## config.mk

```make
export PLATFORM = sky130hd
export DESIGN_NAME = dqs_gate_cal_seq
export DESIGN_NICKNAME = d
export VERILOG_FILES = /design/src/rtl/dqs_cal_pkg.sv /design/src/rtl/dqs_cal_timer.sv /design/src/rtl/dqs_cal_ref_burst.sv /design/src/rtl/dqs_gate_cal_seq.sv
export SDC_FILE = /design/constraint.sdc
export NUM_CORES = 1
export LEC_CHECK = 0
export BUFFER_PORTS_ARGS = -buffer_cell sky130_fd_sc_hd__buf_2
export CORE_ASPECT_RATIO = 1.1
export CORE_MARGIN = 1
export CORE_UTILIZATION = 54
export DETAILED_ROUTE_END_ITERATION = 8
export PLACE_DENSITY = 0.8
export SLEW_MARGIN = 10
export SYNTH_ARGS = -nofsm -noshare
export SYNTH_HDL_FRONTEND = slang
export SYNTH_SLANG_ARGS = --single-unit
```

## constraint.sdc

```tcl
create_clock -name clk -period 2.3 [get_ports clk]
set_clock_uncertainty 0.05 [all_clocks]
set_input_delay 0.46 -clock clk [delete_from_list [all_inputs] [get_ports clk]]
set_output_delay 0.46 -clock clk [all_outputs]
set_load 0.02 [all_outputs]
```

## src/rtl/dqs_cal_pkg.sv

```systemverilog
// Package: shared encodings and state type of the DQS gate calibration sequencer.
// Assumes: two byte lanes, a 2-bit calibration control and a 2-bit rank mask.
package dqs_cal_pkg;

    localparam logic [1:0] CAL_OFF  = 2'b00;  // normal mode, calibration idle
    localparam logic [1:0] CAL_RUN  = 2'b01;  // normal mode, calibration started
    localparam logic [1:0] LANES_OK = 2'b11;  // both byte lanes report done
    localparam logic [1:0] RANK_ALL = 2'b11;  // both chip selects

    typedef enum logic [2:0] {
        SQ_IDLE,
        SQ_ZERO,
        SQ_ARM,
        SQ_POLL,
        SQ_STOP,
        SQ_REFR,
        SQ_RESTORE,
        SQ_FINISH
    } seq_state_t;

endpackage

```

## src/rtl/dqs_cal_timer.sv

```systemverilog
// Module: up-counting window timer.
// Counts cycles while run is high; hit flags the last cycle of a LIMIT-cycle window.
// Assumes: LIMIT >= 1; clr has priority over run and returns the count to zero.
module dqs_cal_timer #(
    parameter int LIMIT = 4
) (
    input  logic clk,
    input  logic rst_n,
    input  logic clr,
    input  logic run,
    output logic hit
);
    localparam int CW = (LIMIT < 2) ? 1 : $clog2(LIMIT + 1);
    localparam logic [CW-1:0] LAST = CW'(LIMIT - 1);

    logic [CW-1:0] cnt_q;

    // Flag the final cycle of the window.
    assign hit = run && (cnt_q == LAST);

    // Advance the window count, holding at the last value.
    always_ff @(posedge clk) begin
        if (!rst_n) begin
            cnt_q <= '0;
        end else if (clr) begin
            cnt_q <= '0;
        end else if (run && !hit) begin
            cnt_q <= cnt_q + 1'b1;
        end
    end

    AST_TMR_BOUND: assert property (@(posedge clk) disable iff (!rst_n)
        cnt_q <= LAST);

endmodule

```

## src/rtl/dqs_cal_ref_burst.sv

```systemverilog
// Module: make-up refresh burst issuer.
// On launch, holds a refresh request until BURST acknowledges have been seen,
// then drops the request and pulses burst_done for one cycle.
// Assumes: an acknowledge is a one-cycle pulse seen while the request is high.
module dqs_cal_ref_burst #(
    parameter int BURST = 3
) (
    input  logic clk,
    input  logic rst_n,
    input  logic launch,
    input  logic ref_ack,
    output logic ref_req,
    output logic burst_done
);
    localparam int CW = (BURST < 2) ? 1 : $clog2(BURST + 1);
    localparam logic [CW-1:0] LAST = CW'(BURST - 1);

    logic          active_q;
    logic [CW-1:0] cnt_q;
    logic          done_q;

    assign ref_req    = active_q;
    assign burst_done = done_q;

    // Track accepted commands and end the burst on the last one.
    always_ff @(posedge clk) begin
        if (!rst_n) begin
            active_q <= 1'b0;
            cnt_q    <= '0;
            done_q   <= 1'b0;
        end else begin
            done_q <= 1'b0;
            if (launch && !active_q) begin
                active_q <= 1'b1;
                cnt_q    <= '0;
            end else if (active_q && ref_ack) begin
                if (cnt_q == LAST) begin
                    active_q <= 1'b0;
                    cnt_q    <= '0;
                    done_q   <= 1'b1;
                end else begin
                    cnt_q <= cnt_q + 1'b1;
                end
            end
        end
    end

    AST_BURST_CNT: assert property (@(posedge clk) disable iff (!rst_n)
        active_q |-> (cnt_q <= LAST));
    AST_BURST_END: assert property (@(posedge clk) disable iff (!rst_n)
        $fell(ref_req) |-> burst_done);

endmodule

```

## src/rtl/dqs_gate_cal_seq.sv

```systemverilog
// Module: DQS gate calibration sequencer (top).
// Runs one squelch calibration pass: save and zero the refresh interval, run
// calibration until both lanes are done (or time out), issue make-up refreshes
// to all ranks, restore the interval and pulse done.
// Assumes: cal_status clears when cal_ctrl returns to off; ref_ack is a pulse.
module dqs_gate_cal_seq
    import dqs_cal_pkg::*;
#(
    parameter int TREFI_W     = 16,
    parameter int SETTLE_CYC  = 400,
    parameter int TIMEOUT_CYC = 20000,
    parameter int REF_BURST   = 3
) (
    input  logic               clk,
    input  logic               rst_n,
    input  logic               start,
    input  logic [TREFI_W-1:0] trefi_rd,
    output logic               trefi_wr_en,
    output logic [TREFI_W-1:0] trefi_wr_data,
    output logic [1:0]         cal_ctrl,
    input  logic [1:0]         cal_status,
    output logic               ref_req,
    output logic [1:0]         ref_rank,
    input  logic               ref_ack,
    output logic               busy,
    output logic               done,
    output logic               err
);
    seq_state_t         state_q, state_d;
    logic [TREFI_W-1:0] saved_q;
    logic               err_q;
    logic               settle_hit, tmo_hit;
    logic               burst_launch, burst_done;
    logic               lanes_ok;

    assign lanes_ok = (cal_status == LANES_OK);

    // Settle window: runs only while arming.
    dqs_cal_timer #(.LIMIT(SETTLE_CYC)) u_settle (
        .clk   (clk),
        .rst_n (rst_n),
        .clr   (state_q != SQ_ARM),
        .run   (state_q == SQ_ARM),
        .hit   (settle_hit)
    );

    // Timeout window: runs only while polling the lane flags.
    dqs_cal_timer #(.LIMIT(TIMEOUT_CYC)) u_timeout (
        .clk   (clk),
        .rst_n (rst_n),
        .clr   (state_q != SQ_POLL),
        .run   (state_q == SQ_POLL),
        .hit   (tmo_hit)
    );

    // Make-up refresh burst.
    dqs_cal_ref_burst #(.BURST(REF_BURST)) u_burst (
        .clk        (clk),
        .rst_n      (rst_n),
        .launch     (burst_launch),
        .ref_ack    (ref_ack),
        .ref_req    (ref_req),
        .burst_done (burst_done)
    );

    // Next-state selection for the pass.
    always_comb begin
        state_d = state_q;
        unique case (state_q)
            SQ_IDLE:    if (start) state_d = SQ_ZERO;
            SQ_ZERO:    state_d = SQ_ARM;
            SQ_ARM:     if (settle_hit) state_d = SQ_POLL;
            SQ_POLL:    if (lanes_ok || tmo_hit) state_d = SQ_STOP;
            SQ_STOP:    state_d = SQ_REFR;
            SQ_REFR:    if (burst_done) state_d = SQ_RESTORE;
            SQ_RESTORE: state_d = SQ_FINISH;
            SQ_FINISH:  state_d = SQ_IDLE;
            default:    state_d = SQ_IDLE;
        endcase
    end

    // State register.
    always_ff @(posedge clk) begin
        if (!rst_n) state_q <= SQ_IDLE;
        else        state_q <= state_d;
    end

    // Capture the interval on an accepted start.
    always_ff @(posedge clk) begin
        if (!rst_n)                             saved_q <= '0;
        else if (state_q == SQ_IDLE && start)   saved_q <= trefi_rd;
    end

    // Error flag: cleared by an accepted start, set by a timeout.
    always_ff @(posedge clk) begin
        if (!rst_n)                                       err_q <= 1'b0;
        else if (state_q == SQ_IDLE && start)             err_q <= 1'b0;
        else if (state_q == SQ_POLL && !lanes_ok && tmo_hit) err_q <= 1'b1;
    end

    // Output decode from the state.
    assign burst_launch  = (state_q == SQ_STOP);
    assign trefi_wr_en   = (state_q == SQ_ZERO) || (state_q == SQ_RESTORE);
    assign trefi_wr_data = (state_q == SQ_RESTORE) ? saved_q : '0;
    assign cal_ctrl      = (state_q == SQ_ARM || state_q == SQ_POLL) ? CAL_RUN : CAL_OFF;
    assign ref_rank      = RANK_ALL;
    assign busy          = (state_q != SQ_IDLE);
    assign done          = (state_q == SQ_FINISH);
    assign err           = err_q;

    AST_CTRL_LEGAL: assert property (@(posedge clk) disable iff (!rst_n)
        (cal_ctrl == CAL_RUN) || (cal_ctrl == CAL_OFF));
    AST_ZERO_FIRST: assert property (@(posedge clk) disable iff (!rst_n)
        $rose(cal_ctrl[0]) |-> ($past(trefi_wr_en) && ($past(trefi_wr_data) == '0)));
    AST_SETTLE_HOLD: assert property (@(posedge clk) disable iff (!rst_n)
        (state_q == SQ_ARM && !settle_hit) |=> (cal_ctrl == CAL_RUN));
    AST_REF_NO_CAL: assert property (@(posedge clk) disable iff (!rst_n)
        ref_req |-> (cal_ctrl == CAL_OFF));
    AST_RANK_ALL: assert property (@(posedge clk) disable iff (!rst_n)
        ref_req |-> (ref_rank == RANK_ALL));
    AST_DONE_PULSE: assert property (@(posedge clk) disable iff (!rst_n)
        done |=> !done);
    AST_ERR_CAUSE: assert property (@(posedge clk) disable iff (!rst_n)
        $rose(err) |-> ($past(cal_ctrl) == CAL_RUN && $past(cal_status) != LANES_OK));

endmodule

```

==> results of run 1 <==
## kinds of logic (layout without fill, tap and decap cells)
kind of cell	Yosys count	after routing	synth area share
xor gates and xnor gates	10	10	0.0389
buffers and inverters	21	57	0.0406
adders and majority gates	2	2	0.0111
other	2	3	0.00334
AOI/OAI and AO/OA	46	46	0.122
DFF	48	48	0.427
muxes	3	3	0.0133
and+or+nand+nor	148	148	0.344
## registers in the layout (all words and copies together) (netlist names)
name,flops
u_timeout.cnt_q,15
state_q,3
saved_q,16
u_burst.cnt_q,2
u_burst.burst_done,1
u_burst.ref_req,1
u_settle.cnt_q,9
err,1
## final cells by class
type | count | area, µm² | share of cell area
Clock buffer | 6 | 72.6 | 0.0281
Clock inverter | 2 | 35.0 | 0.0136
Inverter | 4 | 15.0 | 0.00581
Multi-Input combinational cell | 212 | 1200 | 0.466
Sequential cell | 48 | 961 | 0.372
Tap cell | 52 | 65.1 | 0.0252
Timing Repair Buffer | 45 | 230 | 0.0891
## worst register-to-register path: stages (launching register included)
cell and delay [ns]:
dfxtp_1 0.58, nand3b_1 0.22, nor4_1 0.67, a21oi_1 0.15
a31o_2 0.23
## per-layer routing
layer	GRT usage	wire length [µm]	vias up
met5	0	0	-
met4	0.0859	71	0
met3	0.0510	126	7
met2	0.366	2160	31
met1	0.241	2050	899
li1	-	-	1028
## stage by stage
stage               area [µm²]  setup WS, ns  hold slack (ns)  cells  utilization
global route              2580        0.0333            0.324    369        0.647
finish                    2580         0.162            0.337    369        0.647
detailed placement        2470         0.329            0.393    361        0.619
global placement          2470         0.391            0.388    361        0.619
CTS                       2580        0.0390            0.333    369        0.646
floorplan                 2250         0.591            0.382    281            -
## what timing repair did
action	4_1_cts	5_1_grt
hold buffers	0	0
gates resized for setup	0	1
setup endpoints to repair	0	17
## cells in the final DEF (no fill, tap or decap), types with 4 or more instances in the layout
| cell | count |
|---|---|
| nand2_1 | 50 |
| dfxtp_1 | 48 |
| buf_2 | 43 |
| a21oi_1 | 28 |
| nor2_1 | 22 |
| and2_1 | 16 |
| nor3_1 | 12 |
| nand3_1 | 10 |
| xnor2_1 | 7 |
| or3_1 | 5 |
| nor4_1 | 5 |
| clkbuf_8 | 5 |
| nor3b_1 | 4 |
| o21ai_0 | 4 |
| inv_1 | 4 |
| nand2b_1 | 4 |
## power breakdown
part	total (mW)	switching [mW]	internal, mW
Combinational	0.190	0.118	0.0714
Sequential	0.896	0.0304	0.866
Clock	0.598	0.276	0.323
## worst paths after layout
| kind | endpoint | slack [ns] | cells past startpoint |
|---|---|---|---|
| worst max-delay path | trefi_wr_data[3] | 0.16 | 3 |
| worst min-delay path | saved_q[13]$_SDFFE_PN0P_ | 0.34 | 3 |
| worst max register to register | u_timeout.cnt_q[11]$_SDFFE_PP0P_ | 0.31 | 4 |
| worst min register to register | saved_q[11]$_SDFFE_PN0P_ | 0.40 | 2 |
==> metrics.txt, run 1 <==
outcome finished clean; Hold Crit Class input port to flop; GR Overflow Total 0; # DRC 0; crit path capture type output pin; Worst EP arrival 1.63 ns; Vias 1,965; ys async rst share 0; antenna violations before repair 0; Yosys reg bits 48; post-DP HPWL 3.08 mm; Syn-to-layout area delta 14.7%; clk sinks 48; crit path launch state_q[1]$_SDFFE_PN0P_; Post-synth top cells nand2_1, dfxtp_1, a21oi_1; top-area cell type share of the netlist area 0.427; first drt pass iteration count 4; critical path class flop to output pin; pin count of the biggest net entering global routing 21; biggest area consumer among synthesized cells dfxtp_1; number of flops mapped to enable cells by yosys 0; Final TNS setup 0 ns; crit-path max FO 17; worst hold path startpoint trefi_rd[13]; max_slew headroom 0.299; register area share after synthesis 0.427; R2R Path Start state_q[1]$_SDFFE_PN0P_; Startpoint Class flop; post-CTS setup buffer count 0; total power per unit cell area 652 mW/mm²; crit path cell chain and3b_2 > and2_1 > buf_2; root buffer cell clkbuf_8; die area 0.00443 mm²; IO Pins 47; initial drt markers 77; Worst-Margin Slew 1.05 ns; std cell rows 24; Synth Flop Type dfxtp_1; final setup violation count 0; Design Power 1.68 mW; diode count 0; CP top delay family flip-flops; ANT nets after route 0; Synth Instances 280; Routed WL per cell 12.0 µm; vias per cell 5.33; Post-Syn Area 0.00225 mm²; fin crit share 0.930; count leader, synth nand2_1; RSZ-0062 raised after global routing false; Inserted Clock Buffers 5; WP buf/inv 1; Max-Cap Viols 0; Syn. warnings 0; Die X-Extent 63.6 µm; Peak VDD IR 0.000300 V; pins over their slew limit 0; layout cell share with drive strength beyond 1 0.205; minimum clock period 2.14 ns; clk_lat worst skew 0.30 ns; # fillers 356; Core Area 0.00399 mm²; die height 69.7 µm; top post-synthesis cells by area dfxtp_1, nand2_1, a21oi_1; Final Wtd Congestion 0.817; Mean Syn Cell Area 8.04 µm²; port bufs 43; Unique masters post-synth 45; Clock transition at path regs 0.08 ns; CTS Buffer Depth 2; CP peak stage delay 0.58 ns; CTS tree built; NumNets Final 340; Routed WL 4.41 mm; gr usage total 0.210; Max Fclk 468 MHz; Worst EP required 1.79 ns; final hold vios 0; Initial Util 0.564; H-tree depth 2; Pleak 1.04 nW; slowest CP cell dfxtp_1; vias in the first global route 1,738; first-pass GRT wire length 7.33 mm
(Power assumes the default switching activity.)
==> run 2: changes to the inputs <==
--- a/config.mk
+++ b/config.mk
@@ -11,6 +11,7 @@
 export CORE_UTILIZATION = 54
 export DETAILED_ROUTE_END_ITERATION = 8
 export PLACE_DENSITY = 0.8
+export SETUP_SLACK_MARGIN = 0.3
 export SLEW_MARGIN = 10
 export SYNTH_ARGS = -nofsm -noshare
 export SYNTH_HDL_FRONTEND = slang
==> run 2 against run 1 <==
  * Routed wire length is 4.7% higher
  * Hold slack hardly changed
  * Via count is 3.3% higher
  * Core utilization grew 1.2 points
==> metrics.txt, run 2 (synthesis results as in run 1) <==
Vias 2,030; crit-path max FO 18; pins over their slew limit 0; reg-to-reg endpoint state_q[0]$_SDFFE_PN0P_; most frequent cells in the layout nand2_1, dfxtp_1, buf_2, a21oi_1, nor2_1; Hold Path End saved_q[14]$_SDFFE_PN0P_; # DRC 0; max_slew headroom 0.309; layout cell share with drive strength beyond 1 0.224; internal power 1.26 mW; first-pass GRT wire length 7.54 mm; max reg flops 16; Routed WL per cell 12.4 µm; port bufs 43; post-DP HPWL 3.08 mm; Hold Crit Depth 3; die height 69.7 µm; Routed WL 4.62 mm; Startpoint Class flop; outcome finished clean; Top reg by flops saved_q; worst hold path startpoint trefi_rd[14]; Die X-Extent 63.6 µm; vias per cell 5.44; Worst-Margin Slew 1.03 ns; placed cell areas 0.00247 mm²; sequential power share 0.530; crit path capture type output pin; sw frac 0.254; fin crit share 0.841; NumNets Final 344; Max Fclk 517 MHz; gr usage total 0.217; IO Pins 47; first drt pass iteration count 4; most common cell after layout, fill and taps aside nand2_1; Peak VDD IR 0.000299 V; final setup violation count 0; Worst EP arrival 1.42 ns; Final Wtd Congestion 0.817; Worst EP required 1.79 ns; minimum clock period 1.93 ns; Pleak 1.06 nW; Clock transition at path regs 0.08 ns; largest registers saved_q x16, u_timeout.cnt_q x15, u_settle.cnt_q x9; initial drt markers 93; ANT nets after route 0; Initial Util 0.564; hold-fix buffers at CTS 0; diode count 0; Final TNS setup 0 ns; final hold vios 0; std cell rows 24; die area 0.00443 mm²; reg2reg setup slack 0.38 ns; clk sinks 48; Syn-to-layout area delta 16.9%; Finished Cell Area 0.00263 mm²; root buffer cell clkbuf_8; R2R depth 4; clock power share 0.354; Max-Cap Viols 0; vias in the first global route 1,759; Hold Crit Class input port to flop; Core Area 0.00399 mm²; CTS Buffer Depth 2; RSZ-0062 raised after global routing true; Inserted Clock Buffers 5; R2R Path Start u_timeout.cnt_q[8]$_SDFFE_PP0P_; total power per unit cell area 644 mW/mm²; Sw Pwr 0.430 mW; antenna violations before repair 0; clk_lat worst skew 0.30 ns; pin count of the biggest net entering global routing 21; Comb power frac 0.116; H-tree depth 2; GR Overflow Total 0; CTS tree built; critical path class flop to output pin
run 2: cell count changes in the layout (fill, tap and decap cells not counted):
cell     delta
dfxtp_2     +1
nor4_2      +1
dfxtp_1     -3
dfxtp_4     +2
and3b_1     +1
nor4_1      -1
and3b_2     +1
buf_4       +2
run 2: power by group through the flow:
stage	sequential [mW]	combinational [mW]	clock, mW
4_1_cts	0.899	0.190	0.612
6_report	0.899	0.197	0.600
3_5_place_dp	0.915	0.188	0
2_1_floorplan	0.903	0.147	0
5_1_grt	0.905	0.216	0.655
3_3_place_gp	0.913	0.186	0
run 2: critical path, cell delays in order (launching register included):
cell     delay (ns)
dfxtp_2        0.40
and3b_2        0.26
or2_2          0.29
buf_2          0.16
run 2: worst max-delay path by stage:
stage	startpoint	endpoint	slack, ns
after CTS	state_q[2]$_SDFFE_PN0P_	trefi_wr_en	0.32
final	state_q[1]$_SDFFE_PN0P_	trefi_wr_en	0.37
after global placement	state_q[1]$_SDFFE_PN0P_	u_timeout.cnt_q[11]$_SDFFE_PP0P_	0.39
after floorplan	u_timeout.cnt_q[8]$_SDFFE_PP0P_	state_q[1]$_SDFFE_PN0P_	0.59
after detailed placement	state_q[1]$_SDFFE_PN0P_	u_timeout.cnt_q[13]$_SDFFE_PP0P_	0.33
after global routing	u_timeout.cnt_q[8]$_SDFFE_PP0P_	state_q[0]$_SDFFE_PN0P_	0.29
run 2: per-layer routing:
metal  vias up  global-route usage  wire [µm]
met4         0              0.0884         77
li1       1040                   -          -
met2        46               0.370       2270
met5         -                   0          0
met3         8              0.0543        156
met1       936               0.256       2120
run 2: what timing repair did:
action	CTS	global route
pin swaps	0	1
gates resized for setup	4	4
endpoints found under the setup margin	17	23
gates cloned	1	1
buffers inserted	0	2
run 2: final cells by class:
cell class	instances	area [µm²]
Clock buffer	6	72.6
Clock inverter	2	35.0
Fill cell	352	1360
Inverter	4	15.0
Multi-Input combinational cell	214	1230
Sequential cell	48	970
Tap cell	52	65.1
Timing Repair Buffer	47	245
run 2: metrics by stage:
| step | power (mW) | setup slack (ns) | cells | utilization | hold slack [ns] |
|---|---|---|---|---|---|
| final | 1.69 | 0.366 | 373 | 0.659 | 0.337 |
| after CTS | 1.70 | 0.316 | 370 | 0.650 | 0.333 |
| after global placement | 1.10 | 0.391 | 361 | 0.619 | 0.388 |
| after floorplan | 1.05 | 0.591 | 281 | - | 0.382 |
| after detailed placement | 1.10 | 0.329 | 361 | 0.619 | 0.393 |
| after global routing | 1.78 | 0.288 | 373 | 0.659 | 0.322 |
==> run 3: changes to the inputs <==
--- a/config.mk
+++ b/config.mk
@@ -5,12 +5,13 @@
 export SDC_FILE = /design/constraint.sdc
 export NUM_CORES = 1
 export LEC_CHECK = 0
+export ABC_AREA = 1
 export BUFFER_PORTS_ARGS = -buffer_cell sky130_fd_sc_hd__buf_2
 export CORE_ASPECT_RATIO = 1.1
 export CORE_MARGIN = 1
-export CORE_UTILIZATION = 54
+export CORE_UTILIZATION = 50
 export DETAILED_ROUTE_END_ITERATION = 8
-export PLACE_DENSITY = 0.8
+export PLACE_DENSITY = 0.77
 export SETUP_SLACK_MARGIN = 0.3
 export SLEW_MARGIN = 10
 export SYNTH_ARGS = -nofsm -noshare
==> constraint.sdc (replaced) <==
create_clock -name clk -period 1.7 [get_ports clk]
set_clock_uncertainty 0.05 [all_clocks]
set_input_delay 0.34 -clock clk [delete_from_list [all_inputs] [get_ports clk]]
set_output_delay 0.34 -clock clk [all_outputs]
set_load 0.02 [all_outputs]
==> run 3 against run 2 <==
  * Combinational power grew to 7.6 times the previous value
  * Cell area grew 40%
  * Final cell count grew 33%
  * Area after synthesis grew 13%
  * Routed wire length grew 67%
  * Die area grew 21%
  * Largest power group is now combinational logic
  * Sequential cell count is the same
  * Largest cell class unchanged
  * Clock power grew 46%
  * Register-to-register slack lost 0.15 ns
==> metrics.txt, run 3 <==
outcome finished clean; post-DP HPWL 3.69 mm; worst hold path startpoint trefi_rd[11]; gr usage total 0.233; H-tree depth 2; R2R Path Start u_timeout.cnt_q[0]$_SDFFE_PP0P_; Hold Crit Depth 3; clk_lat worst skew 0.31 ns; Core Area 0.00475 mm²; # fillers 278; Hold Path End saved_q[11]$_SDFFE_PN0P_; Post-synth top cells nand2_1, nor2_1, dfxtp_1; total power per unit cell area 1030 mW/mm²; pins over their slew limit 0; vias in the first global route 2,383; Syn. warnings 0; CTS tree built; die area 0.00537 mm²; # DRC 0; Routed WL 7.71 mm; Top reg by flops saved_q; Hold Crit Class input port to flop; IO Pins 47; pin count of the biggest net entering global routing 34; die height 76.7 µm; layout cell share with drive strength beyond 1 0.408; Final TNS setup 0 ns; Pleak 1.43 nW; ANT nets after route 0; GR Overflow Total 0; RSZ-0062 raised after global routing true; Worst EP arrival 1.31 ns; count leader, synth nand2_1; Inserted Clock Buffers 5; ys async rst share 0; Vias 2,733; Synth Flop Type dfxtp_1; critical path class flop to output pin; top post-synthesis cells by area dfxtp_1, nand2_1, nor2_1; Syn-to-layout area delta 45.4%; clk sinks 48; post-layout util 0.777; reg-to-reg endpoint u_timeout.cnt_q[4]$_SDFFE_PP0P_; hold_ws 0.251 ns; Unique masters post-synth 30; root buffer cell clkbuf_8; max reg flops 16; port bufs 43; Post-Syn Area 0.00254 mm²; fin crit share 0.999; largest registers saved_q x16, u_timeout.cnt_q x15, u_settle.cnt_q x9; final hold vios 0; Final Wtd Congestion 0.792; final setup violation count 0; reg2reg setup slack 0.23 ns; biggest area consumer among synthesized cells dfxtp_1; Yosys reg bits 48; number of flops mapped to enable cells by yosys 0; CTS Buffer Depth 2; NumNets Final 464; R2R depth 8; Initial Util 0.535; antenna violations before repair 0; Mean Syn Cell Area 6.81 µm²; std cell rows 26; Synth Instances 373; Die X-Extent 69.9 µm; vias per cell 5.50; crit-path max FO 8; Max-Cap Viols 0; diode count 0; register area share after synthesis 0.379; Clock transition at path regs 0.10 ns; first drt pass iteration count 6; top-area cell type share of the netlist area 0.379; crit path capture type output pin; initial drt markers 208; first-pass GRT wire length 10.2 mm; Startpoint Class flop; Worst EP required 1.31 ns; Peak VDD IR 0.000802 V; most common cell after layout, fill and taps aside nand2_1; most frequent cells in the layout nand2_1, inv_1, a21oi_1, dfxtp_1, nor2_4; minimum clock period 1.70 ns; Routed WL per cell 15.5 µm; Max Fclk 589 MHz
## run 3: cell types whose count changed after synthesis, sizes merged, moves of 6 or more
cell,delta
nand2,+49
inv,+45
nor2,+33
o21ai,+19
a21oi,+16
and2,-16
nor3,-11
clkbuf,-10
nand3,+6
## run 3: worst max-delay path by stage
stage	from	endpoint	slack [ns]	cells after the start
after floorplan	u_timeout.cnt_q[0]$_SDFFE_PP0P_	u_timeout.cnt_q[6]$_SDFFE_PP0P_	0.30	9
after global routing	state_q[0]$_SDFFE_PN0P_	trefi_wr_data[10]	-0.05	6
final	state_q[0]$_SDFFE_PN0P_	trefi_wr_data[10]	0.002	6
after global placement	u_timeout.cnt_q[0]$_SDFFE_PP0P_	u_timeout.cnt_q[4]$_SDFFE_PP0P_	0.14	8
after detailed placement	state_q[0]$_SDFFE_PN0P_	trefi_wr_en	0.13	6
after CTS	state_q[0]$_SDFFE_PN0P_	trefi_wr_data[13]	0.07	6
## run 3: final cells by class
type | instances | area [µm²] | area share
Tap cell | 56 | 70.1 | 0.0190
Inverter | 49 | 213 | 0.0576
Timing Repair Buffer | 69 | 574 | 0.156
Clock buffer | 5 | 68.8 | 0.0186
Clock inverter | 3 | 47.5 | 0.0129
Sequential cell | 48 | 1010 | 0.273
Multi-Input combinational cell | 267 | 1710 | 0.463
## run 3: what timing repair did
item	4_1_cts	5_1_grt
hold buffers	0	0
setup buffers	8	13
pin swaps	6	25
endpoints found under the setup margin	43	60
gates cloned	2	0
gates resized for setup	67	97
## run 3: worst max-delay path: stages (launching register included)
cell and delay [ns]:
dfxtp_4 0.39, inv_6 0.09, nand2_8 0.07, clkinv_8 0.08, nand2_8 0.11, nor2_4 0.14
buf_6 0.12
## run 3: cells by family after synthesis
kind of cell	after synthesis	synth area share
xor+xnor	8	0.0276
compound gates	68	0.150
fa+ha+maj	2	0.00986
flops	48	0.379
buf+inv	61	0.106
simple gates	184	0.325
other cells	2	0.00296
## run 3: per-stage QoR
stage          total power, mW  worst slack, ns  area (µm²)  std cells
5_1_grt                   3.99          -0.0457        3690        497
2_1_floorplan             2.11            0.300        2590        374
4_1_cts                   3.40           0.0743        3260        484
3_5_place_dp              2.29            0.131        2820        466
6_report                  3.82          0.00236        3690        497
3_3_place_gp              2.27            0.137        2820        466
## run 3: layer usage
| layer | vias to the layer above | track usage | wire [µm] |
|---|---|---|---|
| met5 | - | 0 | 0 |
| met4 | 0 | 0.0920 | 232 |
| met3 | 26 | 0.0434 | 442 |
| met2 | 126 | 0.420 | 4050 |
| met1 | 1268 | 0.268 | 2990 |
| li1 | 1313 | - | - |
## run 3: report_power, final
| part | leakage (nW) | switching [mW] | total (mW) | internal (mW) |
|---|---|---|---|---|
| clock network | 0.0583 | 0.430 | 0.874 | 0.444 |
| logic | 0.973 | 0.949 | 1.49 | 0.543 |
| registers | 0.403 | 0.148 | 1.45 | 1.30 |
| total | 1.43 | 1.53 | 3.82 | 2.29 |
